### src/rtl/prf_pkg.sv
package prf_pkg;
  localparam int PIX_W = 8;
  typedef logic [PIX_W-1:0] pix_t;

  typedef enum logic [1:0] {
    DT_DIFF = 2'b00,
    DT_REF  = 2'b01,
    DT_SIG  = 2'b10,
    DT_RSVD = 2'b11
  } dtype_e;

  // signal minus reference, floored at zero
  function automatic pix_t sat_diff(pix_t s, pix_t r);
    return (s > r) ? pix_t'(s - r) : '0;
  endfunction

  function automatic pix_t pick_sample(dtype_e t, pix_t r, pix_t s);
    case (t)
      DT_REF:  return r;
      DT_SIG:  return s;
      default: return sat_diff(s, r);
    endcase
  endfunction

  function automatic int unsigned clamp_start(int unsigned req, int unsigned lim);
    return (req > lim) ? lim : req;
  endfunction
endpackage

### src/rtl/prf_rst_filter.sv
module prf_rst_filter #(
  parameter int HOLD = 8
) (
  input  logic clk,
  input  logic rst_n,
  output logic sync_rst
);
  // last HOLD sampled levels of rst_n; reset only when all were low
  logic [HOLD-1:0] hist;

  always_ff @(posedge clk) begin
    hist <= {hist[HOLD-2:0], rst_n};
  end

  assign sync_rst = ~|hist;
endmodule

### src/rtl/prf_enable_qual.sv
module prf_enable_qual #(
  parameter int HOLD = 2
) (
  input  logic clk,
  input  logic sync_rst,
  input  logic enable,
  output logic step
);
  logic [HOLD-2:0] hist;
  logic [HOLD-1:0] wide;

  assign wide = {hist, enable};
  assign step = &wide;

  always_ff @(posedge clk) begin
    if (sync_rst) hist <= '0;
    else          hist <= wide[HOLD-2:0];
  end

  // a step needs enable on the previous edge as well
  assert_step_needs_history_R2: assert property (@(posedge clk) disable iff (sync_rst)
    step |-> $past(enable));
endmodule

### src/rtl/prf_scan.sv
module prf_scan #(
  parameter int COLS = 414,
  parameter int ROWS = 314,
  parameter int CW   = $clog2(COLS),
  parameter int RW   = $clog2(ROWS)
) (
  input  logic          clk,
  input  logic          sync_rst,
  input  logic          step,
  output logic [CW-1:0] col,
  output logic [RW-1:0] row
);
  logic line_last, frame_last;

  assign line_last  = (col == CW'(COLS - 1));
  assign frame_last = (row == RW'(ROWS - 1));

  always_ff @(posedge clk) begin
    if (sync_rst) begin
      col <= '0;
      row <= '0;
    end else if (step) begin
      if (line_last) begin
        col <= '0;
        row <= frame_last ? '0 : row + 1'b1;
      end else begin
        col <= col + 1'b1;
      end
    end
  end

  // position frozen on unqualified edges
  assert_hold_when_idle_R2: assert property (@(posedge clk) disable iff (sync_rst)
    !step |=> ($stable(col) && $stable(row)));
  // last position of a frame returns to the origin
  assert_frame_wrap_R3: assert property (@(posedge clk) disable iff (sync_rst)
    (step && line_last && frame_last) |=> (col == '0 && row == '0));
  // column never leaves the array
  assert_col_range_R3: assert property (@(posedge clk) disable iff (sync_rst)
    32'(col) < COLS);
endmodule

### src/rtl/prf_out_stage.sv
module prf_out_stage
  import prf_pkg::*;
#(
  parameter int COLS  = 414,
  parameter int ROWS  = 314,
  parameter int VCOLS = 400,
  parameter int VROWS = 300,
  parameter int CW    = $clog2(COLS),
  parameter int RW    = $clog2(ROWS)
) (
  input  logic          clk,
  input  logic          sync_rst,
  input  logic          step,
  input  logic [CW-1:0] col,
  input  logic [RW-1:0] row,
  input  logic [CW-1:0] col_start,
  input  logic [RW-1:0] row_start,
  input  pix_t          ref_s,
  input  pix_t          sig_s,
  input  logic [1:0]    dtype_in,
  input  logic          hsm_in,
  output pix_t          pix,
  output logic          dv,
  output logic          vs,
  output logic          hsm_q
);
  localparam int unsigned COL_LIM = COLS - VCOLS;
  localparam int unsigned ROW_LIM = ROWS - VROWS;

  dtype_e      dtype_q;
  pix_t        cds_val;
  logic        in_window;
  logic [31:0] eff_cs, eff_rs, c32, r32;

  always_ff @(posedge clk) begin
    if (sync_rst) begin
      dtype_q <= DT_DIFF;
      hsm_q   <= 1'b0;
    end else begin
      dtype_q <= dtype_e'(dtype_in);
      hsm_q   <= hsm_in;
    end
  end

  assign eff_cs    = clamp_start(32'(col_start), COL_LIM);
  assign eff_rs    = clamp_start(32'(row_start), ROW_LIM);
  assign c32       = 32'(col);
  assign r32       = 32'(row);
  assign in_window = (c32 >= eff_cs) && (c32 < eff_cs + VCOLS) &&
                     (r32 >= eff_rs) && (r32 < eff_rs + VROWS);
  assign cds_val   = pick_sample(dtype_q, ref_s, sig_s);

  always_ff @(posedge clk) begin
    if (sync_rst) begin
      dv  <= 1'b0;
      pix <= '0;
      vs  <= 1'b0;
    end else if (step) begin
      dv  <= in_window;
      pix <= in_window ? cds_val : '0;
      vs  <= (row == '0);
    end else begin
      dv  <= 1'b0;
      pix <= '0;
    end
  end

  // idle cycles carry a zero word
  assert_idle_zero_R8: assert property (@(posedge clk) disable iff (sync_rst)
    !dv |-> (pix == '0));
  // the floored difference never wraps
  assert_diff_floor_R6: assert property (@(posedge clk) disable iff (sync_rst)
    ((dtype_q == DT_DIFF || dtype_q == DT_RSVD) && ref_s > sig_s) |-> (cds_val == '0));
  // a valid word only follows a qualified step
  assert_valid_after_step_R4: assert property (@(posedge clk) disable iff (sync_rst)
    dv |-> $past(step));
endmodule

### src/rtl/pixel_readout_formatter.sv
module pixel_readout_formatter
  import prf_pkg::*;
#(
  parameter int COLS_TOTAL = 414,
  parameter int ROWS_TOTAL = 314,
  parameter int COLS_VALID = 400,
  parameter int ROWS_VALID = 300,
  parameter int RST_HOLD   = 8,
  parameter int EN_HOLD    = 2,
  localparam int CW = $clog2(COLS_TOTAL),
  localparam int RW = $clog2(ROWS_TOTAL)
) (
  input  logic             clk,
  input  logic             rst_n,
  input  logic             enable,
  input  logic [PIX_W-1:0] ref_sample,
  input  logic [PIX_W-1:0] sig_sample,
  input  logic [1:0]       data_type,
  input  logic             hsync_mode,
  input  logic [CW-1:0]    col_start,
  input  logic [RW-1:0]    row_start,
  output logic [PIX_W-1:0] pixel_out,
  output logic             data_valid,
  output logic             hsync,
  output logic             vsync
);
  logic          sync_rst;
  logic          step;
  logic          hsm_q;
  logic [CW-1:0] col;
  logic [RW-1:0] row;

  prf_rst_filter #(.HOLD(RST_HOLD)) u_rst (
    .clk(clk), .rst_n(rst_n), .sync_rst(sync_rst));

  prf_enable_qual #(.HOLD(EN_HOLD)) u_en (
    .clk(clk), .sync_rst(sync_rst), .enable(enable), .step(step));

  prf_scan #(.COLS(COLS_TOTAL), .ROWS(ROWS_TOTAL), .CW(CW), .RW(RW)) u_scan (
    .clk(clk), .sync_rst(sync_rst), .step(step), .col(col), .row(row));

  prf_out_stage #(
    .COLS(COLS_TOTAL), .ROWS(ROWS_TOTAL), .VCOLS(COLS_VALID), .VROWS(ROWS_VALID),
    .CW(CW), .RW(RW)
  ) u_out (
    .clk(clk), .sync_rst(sync_rst), .step(step), .col(col), .row(row),
    .col_start(col_start), .row_start(row_start),
    .ref_s(ref_sample), .sig_s(sig_sample),
    .dtype_in(data_type), .hsm_in(hsync_mode),
    .pix(pixel_out), .dv(data_valid), .vs(vsync), .hsm_q(hsm_q));

  // level style or pixel-clock strobe style
  assign hsync = hsm_q ? (clk & data_valid) : data_valid;

  // a step on the top row raises vsync
  assert_vsync_top_row_R11: assert property (@(posedge clk) disable iff (sync_rst)
    (step && row == '0) |=> vsync);
endmodule

### config.mk
export PLATFORM = sky130hd
export DESIGN_NAME = pixel_readout_formatter
export DESIGN_NICKNAME = d
export VERILOG_FILES = /design/src/rtl/prf_pkg.sv /design/src/rtl/prf_rst_filter.sv /design/src/rtl/prf_enable_qual.sv /design/src/rtl/prf_scan.sv /design/src/rtl/prf_out_stage.sv /design/src/rtl/pixel_readout_formatter.sv
export SDC_FILE = /design/constraint.sdc
export NUM_CORES = 1
export LEC_CHECK = 0
export ABC_AREA = 1
export ABC_CLOCK_PERIOD_IN_PS = 2250
export CAP_MARGIN = 40
export CORE_MARGIN = 3
export CORE_UTILIZATION = 49
export CTS_CLUSTER_DIAMETER = 60
export DETAILED_ROUTE_END_ITERATION = 16
export GPL_TIMING_DRIVEN = 0
export PLACE_DENSITY = 0.76
export SYNTH_ARGS = -nofsm -noshare
export SYNTH_HDL_FRONTEND = slang
export SYNTH_SLANG_ARGS = --single-unit
### constraint.sdc
create_clock -name clk -period 2.25 [get_ports clk]
set_input_delay 0.45 -clock clk [delete_from_list [all_inputs] [get_ports clk]]
set_output_delay 0.45 -clock clk [all_outputs]
set_load 0.02 [all_outputs]
# Word-level counts from Yosys, hierarchy flattened
# Index checks and enable logic that the tools add are counted.
# classes
add_sub_neg,5
n_mul,0
div_mod_pow,0
order_cmp,7
n_eq_ne,4
shift,0
n_mux,7
bitwise_logic,1
n_reduce_logical,9
# ops
cell,count
adder 32 x 9 -> 32 bit (second input constant),2
greater-or-equal comparator 9 x 32 -> 1 bit,2
< comparator 9 x 32 -> 1 bit,2
2-to-1 mux 9 bit,4
adder 9 x 1 -> 9 bit (second input constant),2
equality test 9 bit (second input constant),2
> comparator 9 x 4 -> 1 bit (second input constant),2
one-hot mux 8 bit (2 select lines),1
zero test 9 bit,1
> comparator 8 bit,1
2-to-1 mux 8 bit,1
OR reduction 8 bit,1
subtractor 8 bit,1
AND reduction 3 bit,2
AND reduction 4 bit,1
logical AND 1 bit,3
equality test 2 x 1 -> 1 bit (second input constant),1
equality test 2 bit (second input constant),1
AND reduction 2 bit,1
bitwise AND 1 bit,1
2-to-1 mux 1 bit,1
# totals
ff_bits,40
latchBits,0
ramBits,0
mem_bits_ro,0
in_bits,40
output_inout_bits,11
n_memories,0

# Logic depth before layout (Yosys ltp)
# depth
depth_word,8
ltp_mapped,16
ltp_nobuf,16

# Cells and area by module
# A second synthesis with hierarchy kept.
# unflattened
cells_unflattened,499
area_unflattened_um2,3278.1
# modules_own_cells
module,instances,cells_each,area_each_um2,seq_area_each_um2
prf_out_stage,1,305,1924.3,260.2
prf_scan,1,170,1113.6,360.3
prf_rst_filter,1,15,186.4,160.2
prf_enable_qual,1,5,37.5,20.0
pixel_readout_formatter,1,4,16.3,0.0

==> run metrics <==
status completed; Worst Path Arrival 2.34 ns; Max Clock Skew 0.0211 ns; total global-route track usage between 10% and 20%; critical path startpoint ref_sample[0]; first-pass GRT wire length 11700 µm; DIE WIDTH 84.6 µm; Post-synth EDFFs 0; final period utilization 96.0%; aggregate global routing overflow 0; Final Util about two thirds; share of cells above drive strength 1 15.0%; CP max stage delay 0.49 ns; post-route cell area 4020 µm²; CTS H-tree depth 2; Worst-path clk slew 0.08 ns; part of the Yosys area used for sequential elements 26.4%; max-cap violations 0; crit-path cells clkdlybuf4s50_1 > ha_1 > inv_1 > fa_2 > nand2_1 > nand2_1 > nand3_1 > nand3_1 > nand2_2 > inv_1 > a21oi_1 > nor2_1; wire per inst 12.2 µm; FF-to-FF Start u_scan.row[3]$_SDFFE_PP0P_; initial cell density of the core just over 50%; vias in the first global route 2782; top-count cell post-synth nand2_1; f_max roughly 0.46 GHz; Total Die Area 7160 µm²; Syn-to-layout area delta 32.8%; setup slack, reg-to-reg 0.51 ns; worst setup margin between 0.09 and 0.1 ns; Leak Pwr 1.98 nW; Synth area leaders dfxtp_1 26%, ha_1 19%, nand2_1 12%; WS Path Type input pin to register; number of synthesized register bits 40; count of cell types in the netlist 43; hold crit path type register to register; top cells by count, synth 98 x nand2_1, 62 x inv_1, 53 x nor2_1; CP endpoint u_out.pix[7]$_SDFF_PN0_; drt pass-1 iters 4; cell taking the most area after synthesis dfxtp_1; Synth async-reset ratio 0%; Final HPWL DP approximately 5400 µm; Crit. End Element register; Routed WL slightly above 7000 µm; RSZ-0062 raised after global routing yes; GPL Wtd Cong 0.909; CTS max path bufs 2; Peak VDD IR 0.457 mV; diode count 0; Worst EP required 2.43 ns; Power Total 1.86 mW; Rows 28; Buf/Inv on CP 3; Inserted Clock Buffers 5; DR vias/cell about 5.0; post-synth top area share 26.4%; CTS tree yes; max-slew violations 0; reg2reg end u_out.pix[3]$_SDFF_PN0_; P per Cell Area between 400 and 500 nW/µm²; dpl ws -0.740 ns; final setup fails 0; Crit path depth 12; dominant synthesized flop cell dfxtp_1; Worst setup SP type input pin; critical path's slowest cell clkdlybuf4s50_1; Port Buf Inserts 50; Final nets 594; mapped cell area 3030 µm²; vias 2917; Critical Path Fanout Max 6; setup TNS 0 ns; Hold WS 0.349 ns; Antenna Nets Post-Route 0; syn avg cell area 7.08 µm²; pin count of the biggest net entering global routing 14; worst reg2reg path depth 8; # DRC 0; antenna violations before repair 0; Final Critical Period 2.16 ns; Warnings, synthesis 0; Placed Area 3690 µm²; Mapped Cells 428; Clk Latency, worst-skew pair slightly above 0.3 ns; delay-heaviest family, CP buffers and inverters; I/O pin count 51; Post-Layout Cell Count 582; CORE AREA between 5000 and 6000 µm²; final-report hold violation count 0; 1st-iter DRT viols 64; # placed instances between 500 and 600; chip height 84.6 µm; Root Driver clkbuf_8
-- what timing repair did --
action | CTS | global route
resized for setup | 35 | 51
gates cloned | 1 | 0
buffers inserted | 5 | 0
hold buffers | 0 | 0
endpoints found under the setup margin | 10 | 10
hold endpoints to repair | 0 | 0
pin swaps | 26 | 31
-- cell type report --
cell class | instances | area [µm²]
multi-input cells | 338 | 2250
clock inverters | 4 | 20.0
fillers | 516 | 1930
well taps | 75 | 93.8
inverters | 63 | 239
plain buffers | 4 | 26.3
repair buffers | 52 | 519
flip-flops and latches | 40 | 801
clock buffers | 6 | 73.8
-- flip-flops by register name, indices dropped and copies added, names as in the netlist --
register / flops
u_out.hsm_q: 1
u_out.vs: 1
u_out.pix: 8
u_out.dv: 1
u_scan.row: 9
u_en.hist: 1
u_out.dtype_q: 2
u_rst.hist: 8
u_scan.col: 9
-- report_power, final --
group          internal, mW  leakage, nW  total (mW)  switching, mW
Sequential            0.768        0.329       0.845         0.0767
Combinational         0.247         1.58       0.532          0.284
Clock                 0.218       0.0637       0.487          0.269
Total                  1.23         1.98        1.86          0.629
-- layer usage --
| layer | vias up | global-route usage (%) | part of all wire (%) |
|---|---|---|---|
| li1 | 1526 | - | - |
| met1 | 1327 | 22.7 | 44 |
| met2 | 52 | 35.9 | 52 |
| met3 | 12 | 4.81 | 3.1 |
| met4 | 0 | 5.18 | 1.5 |
| met5 | - | 0 | 0 |
-- cell usage in the layout, fill, tap and decap left out, types with 2 or more instances in the layout --
master	synthesis	routed
a21oi_1	30	29
a21oi_2	1	2
buf_2	0	2
buf_4	1	2
buf_6	1	3
clkbuf_1	2	2
clkbuf_8	0	5
clkdlybuf4s15_1	0	4
clkdlybuf4s50_1	0	32
conb_1	2	19
dfxtp_1	40	40
dlygate4sd2_1	0	5
dlymetal6s2s_1	0	6
ha_1	47	42
ha_4	0	5
inv_1	62	61
inv_2	1	3
inv_4	1	3
nand2_1	98	86
nand2_2	3	15
nand3_1	15	11
nand3_2	1	3
nand3_4	1	4
nand3b_1	4	4
nand4_1	10	10
nor2_1	53	42
nor2_2	1	8
nor2_4	2	6
nor3_1	7	5
nor3_2	0	2
nor3b_1	3	3
o21a_1	6	6
o21ai_0	9	8
o21ai_4	1	2
or2_2	3	3
xnor2_1	3	3
xor2_1	5	5
-- kinds of logic (layout without fill, tap and decap cells) --
kind of cell	Yosys count	after routing	synth area share (%)
compound gates	56	56	11.2
xor+xnor	8	8	2.31
fa+ha+maj	48	48	20.1
buf+inv	68	129	8.88
flops	40	40	26.4
other cells	2	19	0.248
simple gates	206	207	30.9
-- worst min-delay path by stage --
stage / start / endpoint / slack (ns) / cells past startpoint
detailed placement: u_rst.hist[6]$_DFF_P_ / u_rst.hist[7]$_DFF_P_ / 0.34 / 0
global placement: u_rst.hist[2]$_DFF_P_ / u_rst.hist[3]$_DFF_P_ / 0.33 / 0
CTS: u_rst.hist[6]$_DFF_P_ / u_rst.hist[7]$_DFF_P_ / 0.36 / 0
finish: u_rst.hist[1]$_DFF_P_ / u_rst.hist[2]$_DFF_P_ / 0.35 / 0
floorplan: u_rst.hist[1]$_DFF_P_ / u_rst.hist[2]$_DFF_P_ / 0.33 / 0
global route: u_rst.hist[5]$_DFF_P_ / u_rst.hist[6]$_DFF_P_ / 0.36 / 0
No activity file was read; power rests on OpenSTA's default activity.
